### config.mk
export PLATFORM = sky130hd
export DESIGN_NAME = hb_cmd_guard
export DESIGN_NICKNAME = d
export VERILOG_FILES = /design/src/rtl/hb_cmd_pkg.sv /design/src/rtl/hb_sync.sv /design/src/rtl/hb_fault_latch.sv /design/src/rtl/hb_drive_decode.sv /design/src/rtl/hb_cmd_guard.sv
export SDC_FILE = /design/constraint.sdc
export NUM_CORES = 1
export LEC_CHECK = 0
export BUFFER_PORTS_ARGS = -buffer_cell sky130_fd_sc_hd__buf_2
export CORE_MARGIN = 8
export CORE_UTILIZATION = 31
export CTS_CLUSTER_DIAMETER = 30
export DETAILED_ROUTE_END_ITERATION = 16
export SLEW_MARGIN = 10
export SYNTH_ARGS = -nofsm -noshare
export SYNTH_HDL_FRONTEND = slang
export SYNTH_SLANG_ARGS = --single-unit
### constraint.sdc
create_clock -name clk -period 1.4 [get_ports clk]
set_input_delay 0.28 -clock clk [delete_from_list [all_inputs] [get_ports clk]]
set_output_delay 0.28 -clock clk [all_outputs]
set_load 0.005 [all_outputs]
### src/rtl/hb_cmd_pkg.sv
package hb_cmd_pkg;

    localparam int SIDES = 2;

    typedef enum logic [1:0] {
        LATCH_NONE  = 2'd0,
        LATCH_SHORT = 2'd1,
        LATCH_HOT   = 2'd2
    } latch_e;

    typedef struct packed {
        logic [SIDES-1:0] dir;
        logic             off_req;
        logic             run_ok;
    } ctl_t;

    typedef struct packed {
        logic [SIDES-1:0] en;
        logic [SIDES-1:0] lvl;
        logic             sink;
    } drv_t;

    localparam int   CTL_W    = $bits(ctl_t);
    localparam ctl_t CTL_SAFE = '{dir: '0, off_req: 1'b1, run_ok: 1'b0};

    function automatic logic pins_block(ctl_t c);
        return c.off_req | ~c.run_ok;
    endfunction

    function automatic logic release_edge(ctl_t prev, ctl_t now);
        return (prev.off_req & ~now.off_req) | (~prev.run_ok & now.run_ok);
    endfunction

endpackage

### src/rtl/hb_sync.sv
module hb_sync #(
    parameter int              W       = 4,
    parameter int              STAGES  = 2,
    parameter logic [W-1:0]    RST_VAL = '0
) (
    input  logic         clk,
    input  logic         rst,
    input  logic [W-1:0] d_i,
    output logic [W-1:0] q_o
);
    logic [STAGES-1:0][W-1:0] stage_q;

    always_ff @(posedge clk) begin
        if (rst) begin
            for (int i = 0; i < STAGES; i++) stage_q[i] <= RST_VAL;
        end else begin
            stage_q[0] <= d_i;
            for (int i = 1; i < STAGES; i++) stage_q[i] <= stage_q[i-1];
        end
    end

    assign q_o = stage_q[STAGES-1];
endmodule

### src/rtl/hb_fault_latch.sv
module hb_fault_latch
    import hb_cmd_pkg::*;
(
    input  logic   clk,
    input  logic   rst,
    input  ctl_t   ctl_s,
    input  logic   short_i,
    input  logic   hot_i,
    input  logic   cool_i,
    output latch_e state_o
);
    ctl_t   ctl_prev;
    latch_e state_q;
    latch_e state_d;
    logic   rel;

    assign rel = release_edge(ctl_prev, ctl_s);

    always_comb begin
        state_d = state_q;
        if (short_i) begin
            state_d = LATCH_SHORT;
        end else if (hot_i) begin
            state_d = (state_q == LATCH_SHORT) ? LATCH_SHORT : LATCH_HOT;
        end else if (rel) begin
            if (state_q == LATCH_SHORT) state_d = LATCH_NONE;
            else if (state_q == LATCH_HOT && cool_i) state_d = LATCH_NONE;
        end
    end

    always_ff @(posedge clk) begin
        if (rst) begin
            state_q  <= LATCH_NONE;
            ctl_prev <= CTL_SAFE;
        end else begin
            state_q  <= state_d;
            ctl_prev <= ctl_s;
        end
    end

    assign state_o = state_q;
endmodule

### src/rtl/hb_drive_decode.sv
module hb_drive_decode
    import hb_cmd_pkg::*;
(
    input  ctl_t   ctl_s,
    input  latch_e state_i,
    input  logic   uv_q,
    output drv_t   drv_o
);
    logic stop;

    assign stop = pins_block(ctl_s) | uv_q | (state_i != LATCH_NONE);

    genvar g;
    generate
        for (g = 0; g < SIDES; g++) begin : g_side
            assign drv_o.en[g]  = ~stop;
            assign drv_o.lvl[g] = ~stop & ctl_s.dir[g];
        end
    endgenerate

    assign drv_o.sink = stop;
endmodule

### src/rtl/hb_cmd_guard.sv
module hb_cmd_guard
    import hb_cmd_pkg::*;
#(
    parameter int SYNC_STAGES = 2
) (
    input  logic             clk,
    input  logic             rst,
    input  logic             dir_a_i,
    input  logic             dir_b_i,
    input  logic             off_req_i,
    input  logic             run_ok_i,
    input  logic             uv_i,
    input  logic             short_i,
    input  logic             hot_i,
    input  logic             cool_i,
    output logic [SIDES-1:0] side_en_o,
    output logic [SIDES-1:0] side_lvl_o,
    output logic             flag_sink_o
);
    ctl_t   ctl_raw;
    ctl_t   ctl_s;
    latch_e state;
    logic   uv_q;
    drv_t   drv;

    assign ctl_raw = '{dir: {dir_b_i, dir_a_i}, off_req: off_req_i, run_ok: run_ok_i};

    hb_sync #(
        .W       (CTL_W),
        .STAGES  (SYNC_STAGES),
        .RST_VAL (CTL_SAFE)
    ) u_sync (
        .clk (clk),
        .rst (rst),
        .d_i (ctl_raw),
        .q_o (ctl_s)
    );

    always_ff @(posedge clk) begin
        if (rst) uv_q <= 1'b0;
        else     uv_q <= uv_i;
    end

    hb_fault_latch u_latch (
        .clk     (clk),
        .rst     (rst),
        .ctl_s   (ctl_s),
        .short_i (short_i),
        .hot_i   (hot_i),
        .cool_i  (cool_i),
        .state_o (state)
    );

    hb_drive_decode u_dec (
        .ctl_s   (ctl_s),
        .state_i (state),
        .uv_q    (uv_q),
        .drv_o   (drv)
    );

    assign side_en_o   = drv.en;
    assign side_lvl_o  = drv.lvl;
    assign flag_sink_o = drv.sink;
endmodule

# After elaboration in Yosys (flattened, before gate mapping)
# Index checks and enable logic that the tools add are counted.
dict set report op_classes {
  muxes 6
  eq_ne 2
  n_bitwise 12
  reduce_logical 9
}
# cell n
set op_table {}
lappend op_table {{two-way mux 2 bit} 5}
lappend op_table {{nonzero test 3 bit} 2}
lappend op_table {{AND 1 bit} 4}
lappend op_table {{inverter 1 bit} 4}
lappend op_table {{bitwise OR 1 bit} 4}
lappend op_table {{AND reduction 2 bit} 2}
lappend op_table {{nonzero test 2 bit} 2}
lappend op_table {{nonzero test 4 bit} 1}
lappend op_table {{equality test 2 x 1 -> 1 bit (second input constant)} 1}
lappend op_table {{equality test 2 bit (second input constant)} 1}
lappend op_table {{OR reduction 2 bit} 1}
lappend op_table {{logical AND 1 bit} 1}
lappend op_table {{two-way mux 1 bit} 1}
dict set report totals {
  word_cells 36
  out_inout_bits 5
  ff_bits 13
}

# Depth between registers and ports, before layout
dict set report logic_depth {
  word_depth 7
  ltp_mapped 3
  mapped_depth_nobuf 3
}

# Cells and area by module
# A second synthesis with hierarchy kept.
dict set report hier_totals {
  hier_cells 48
  area_unflattened_um2 486.7
}
# module n_inst area_each_um2 cells_each
set by_module_without_submodules {}
lappend by_module_without_submodules {hb_sync 1 240.2 20}
lappend by_module_without_submodules {hb_fault_latch 1 158.9 19}
lappend by_module_without_submodules {hb_drive_decode 1 53.8 7}
lappend by_module_without_submodules {hb_cmd_guard 1 33.8 2}

# Least setup slack after synthesis
# No wires, ideal clock.
dict set report synth_timing {
  path_type {register to output}
  start {register u_latch.state_q[0] (netlist: u_latch.state_o[0])}
  end {output side_lvl_o[0]}
  setup_slack_ns 0.090
  arrival_time_ns 1.030
  stages_incl_launch_ff 4
  required_ns 1.120
  n_path_buf 0
  cell_sequence {dfxtp_1 or3_4 nor3_4 and2_1}
}
dict set report synth_via {
  elab_chain_cells 4
}
# element line
set synth_rtl {}
lappend synth_rtl {{start, declared} hb_fault_latch.sv:13} ;# latch_e state_q;
lappend synth_rtl {{start signal, assigned} hb_fault_latch.sv:36} ;# state_q <= state_d;
lappend synth_rtl {{nonzero test 2 bit} hb_drive_decode.sv:11} ;# assign stop = pins_block(ctl_s) | uv_q | (state_i != LATCH_NONE);
lappend synth_rtl {{bitwise OR 1 bit} hb_drive_decode.sv:11}
lappend synth_rtl {{inverter 1 bit} --}
lappend synth_rtl {{named net side_en_o[0]} hb_cmd_guard.sv:16} ;# output logic [SIDES-1:0] side_en_o,
lappend synth_rtl {{AND 1 bit} hb_drive_decode.sv:17} ;# assign drv_o.lvl[g] = ~stop & ctl_s.dir[g];
lappend synth_rtl {{end, declared} hb_cmd_guard.sv:17} ;# output logic [SIDES-1:0] side_lvl_o,
# The timed path passes the listed nets, and every way through them passes these cells.

# Worst setup path in the final report
dict set report layout_timing {
  start {register u_latch.state_q[0] (netlist: u_latch.state_o[0])}
  end {output side_lvl_o[0]}
}
dict set report layout_via {
  elab_chain_cells 4
}
# element line
set layout_rtl {}
lappend layout_rtl {{nonzero test 2 bit} hb_drive_decode.sv:11}
lappend layout_rtl {{bitwise OR 1 bit} hb_drive_decode.sv:11}
lappend layout_rtl {{inverter 1 bit} hb_drive_decode.sv:17}
lappend layout_rtl {{AND 1 bit} hb_drive_decode.sv:17}
# Every way passes these cells.

==> impl_metrics.csv <==
group,metric,value,unit
timing,skew,0.00119,ns
power,switchingPower,135,uW
global_route,antenna_found_initial,0,
detailed_routing,wirelength,747,um
worst_hold_path,holdPathStages,2,
global_route,first_global_vias,309,
detailed_routing,met2WireLength,343,um
floorplanning,die_area,2940,um2
logic_synthesis,synth_edf_count,0,
timing,finalHoldViolCount,0,
timing,tightestPinTransition,0.213,ns
detailed_routing,highest-signal-layer,"met4",
logic_synthesis,synth_top_cell_area_share,57.5,%
timing,setup_violations,5,
logic_synthesis,ys_seq_elements,13,
clocking,htreeDepth,1,
critical_path,worstRegToRegCells,4,
critical_path,startpoint,"u_latch.state_o[0]",
clocking,tritoncts,"built",
timing,fin_hold_ws,0.197,ns
final_layout,fin_util,43.0,%
placed_design,io_buffers,14,
power,comb_power_share,7.9,%
global_route,grt-ovfl-total,0,
timing,slew_violations,0,
critical_path,required,1.12,ns
placed_design,dp_hpwl,594,um
clocking,root_buffer,"clkbuf_4",
worst_hold_path,min_path_type,"primary input to register",
clocking,clk_latency,0.26,ns
floorplanning,fp.dieH,54.2,um
logic_synthesis,yosysWarnings,0,
clocking,clkTransAtPathRegs,0.07,ns
power,switching_share,20.4,%
detailed_routing,drt-vias-per-instance,4.30,
logic_synthesis,synth_top_area_cell,"dfxtp_1",
global_route,grt_usage,6.12,%
power,p_leak,0.000267,uW
final_layout,fill_cells,136,
critical_path,critPathMaxFanout,5,
power,ir_drop,526,uV
global_route,grt_pass1_wl,1.23,mm
clocking,cts_sinks,13,
timing,setup_ws,-0.258,ns
power,total_power,663,uW
detailed_routing,drt-initial-drc-count,1,
critical_path,worstSetupPathType,"register to output port",
power,p_int,528,uW
floorplanning,initial_core_util,34.0,%
power,seqPwrFrac,59.3,%
clocking,cts.path.max_buffers,2,
logic_synthesis,synth_fp_nets,54,
floorplanning,die_x,54.2,um
detailed_routing,first_pass_iters,2,
placed_design,place_ws,0.0186,ns
final_layout,fin_nets,73,
timing,fmax,603,MHz
floorplanning,core,1330,um2
timing,fin_crit_sh,118,%
timing,slew_headroom,85.8,%
logic_synthesis,netlist_instances,44,
critical_path,r2r-start,"u_latch.state_o[0]",
critical_path,worstPathArrival,1.38,ns
logic_synthesis,synthTopCellsByArea,"dfxtp_1 57%, nor2b_1 9.7%, or2_2 4.1%, nor3_4 3.6%, inv_1 3.3%",
worst_hold_path,holdCritStartpoint,"off_req_i",
detailed_routing,wl_per_cell,9.70,um
logic_synthesis,avgSynthCellArea,10.3,um2
logic_synthesis,yosys.cell_types.count,17,
logic_synthesis,synth_commonest_cells,"13 x dfxtp_1, 7 x nor2b_1, 4 x inv_1",
timing,min_period,1.66,ns
detailed_routing,vias,331,
detailed_routing,dr_wl_met3,78,um
power,pwr-share-clk,32.8,%
logic_synthesis,yosysMostFrequentCell,"dfxtp_1",
job,max-cap-violations,0,
logic_synthesis,synth_area,453,um2
clocking,numCtsBuffers,3,
final_layout,n_antenna_cell,0,
logic_synthesis,async_flop_share,0,%
run_status,status,"finished with violations",
clocking,hold_buffers,0,
floorplanning,ios,15,
final_layout,area_growth,26.5,%
timing,rsz0062_at_grt,"true",
critical_path,endpoint_kind,"output port",
placed_design,gp_congestion,0.628,
critical_path,start_kind,"register",
detailed_routing,wl_met1,311,um
logic_synthesis,synth-main-ff-cell,"dfxtp_1",
detailed_routing,drc,0,
final_layout,drive_gt1_share,41.9,%
logic_synthesis,ys_seq_area_share,57.5,%
clocking,cts_setup_buffers,0,
detailed_routing,drtAntennaViolNets,0,
run_status,violations,"setup timing",
floorplanning,num_rows,13,
global_route,grt_max_degree,14,
power,powerDensity,1160,nW/um2
-- power groups by stage --
stage | Clock, uW | Combinational, uW | Sequential [uW]
global placement | 0 | 52.5 | 401
finish | 217 | 52.6 | 393
floorplan | 0 | 28.5 | 401
CTS | 230 | 53.7 | 393
detailed placement | 0 | 53.5 | 402
global route | 257 | 58.5 | 395
-- final cells by class --
class	instances	area (um2)	area share, %
clock buffers	4	26.3	4.59
flip-flops and latches	13	262	45.6
repair buffers	16	85.1	14.8
inverters	4	15.0	2.62
well taps	15	18.8	3.28
multi-input cells	25	166	29.0
-- per-layer routing --
metal	vias up	GRT usage, %
li1	175	-
met1	142	5.63
met2	12	8.78
met3	2	4.88
met4	0	4.92
met5	-	0
-- registers in the layout (all words and copies together), names as in the netlist --
register	count
uv_q	1
u_sync.stage_q	4
u_latch.state_o	2
u_sync.q_o	4
u_latch.ctl_prev	2
-- worst max-delay path, cell delays in order, from the launching register on --
cell     delay [ns]
dfxtp_1        0.31
or3_4          0.39
nor3_4         0.17
and2_1         0.15
buf_2          0.10
-- placed cells by master (no fill, tap or decap), types with 2 or more instances in the layout --
| cell | n |
|---|---|
| buf_2 | 14 |
| clkbuf_4 | 3 |
| nor2b_1 | 7 |
| buf_4 | 2 |
| a21oi_1 | 2 |
| dfxtp_1 | 12 |
| and2_1 | 2 |
| or2_2 | 3 |
| nor2_1 | 3 |
| inv_1 | 4 |
-- through the flow --
step                TNS, ns  area, um2  instances
detailed placement        0        546         73
finish                -1.02        573         77
CTS                   -1.16        572         77
global route          -1.51        573         77
global placement          0        546         73
floorplan                 0        453         44
-- path summary, 6_finish.rpt --
path                                      endpoint  slack (ns)
worst max-delay path                 side_lvl_o[0]       -0.26
worst max register to register  u_latch.state_o[1]        0.46
worst min-delay path             u_sync.stage_q[1]        0.20
worst min register to register       u_sync.q_o[1]        0.41
-- kinds of logic (layout without fill, tap and decap cells) --
logic type / after synthesis / in the layout / share of synthesized area (%)
flops: 13 / 13 / 57.5
compound gates: 5 / 5 / 6.91
simple gates: 20 / 20 / 29.8
buf+inv: 6 / 24 / 5.80
-- repair_timing --
item,in CTS,in global routing
pin swaps,0,1
resized for setup,0,1
endpoints found under the hold margin,0,0
setup endpoints to repair,5,5
Power figures use the tool's default switching activity.
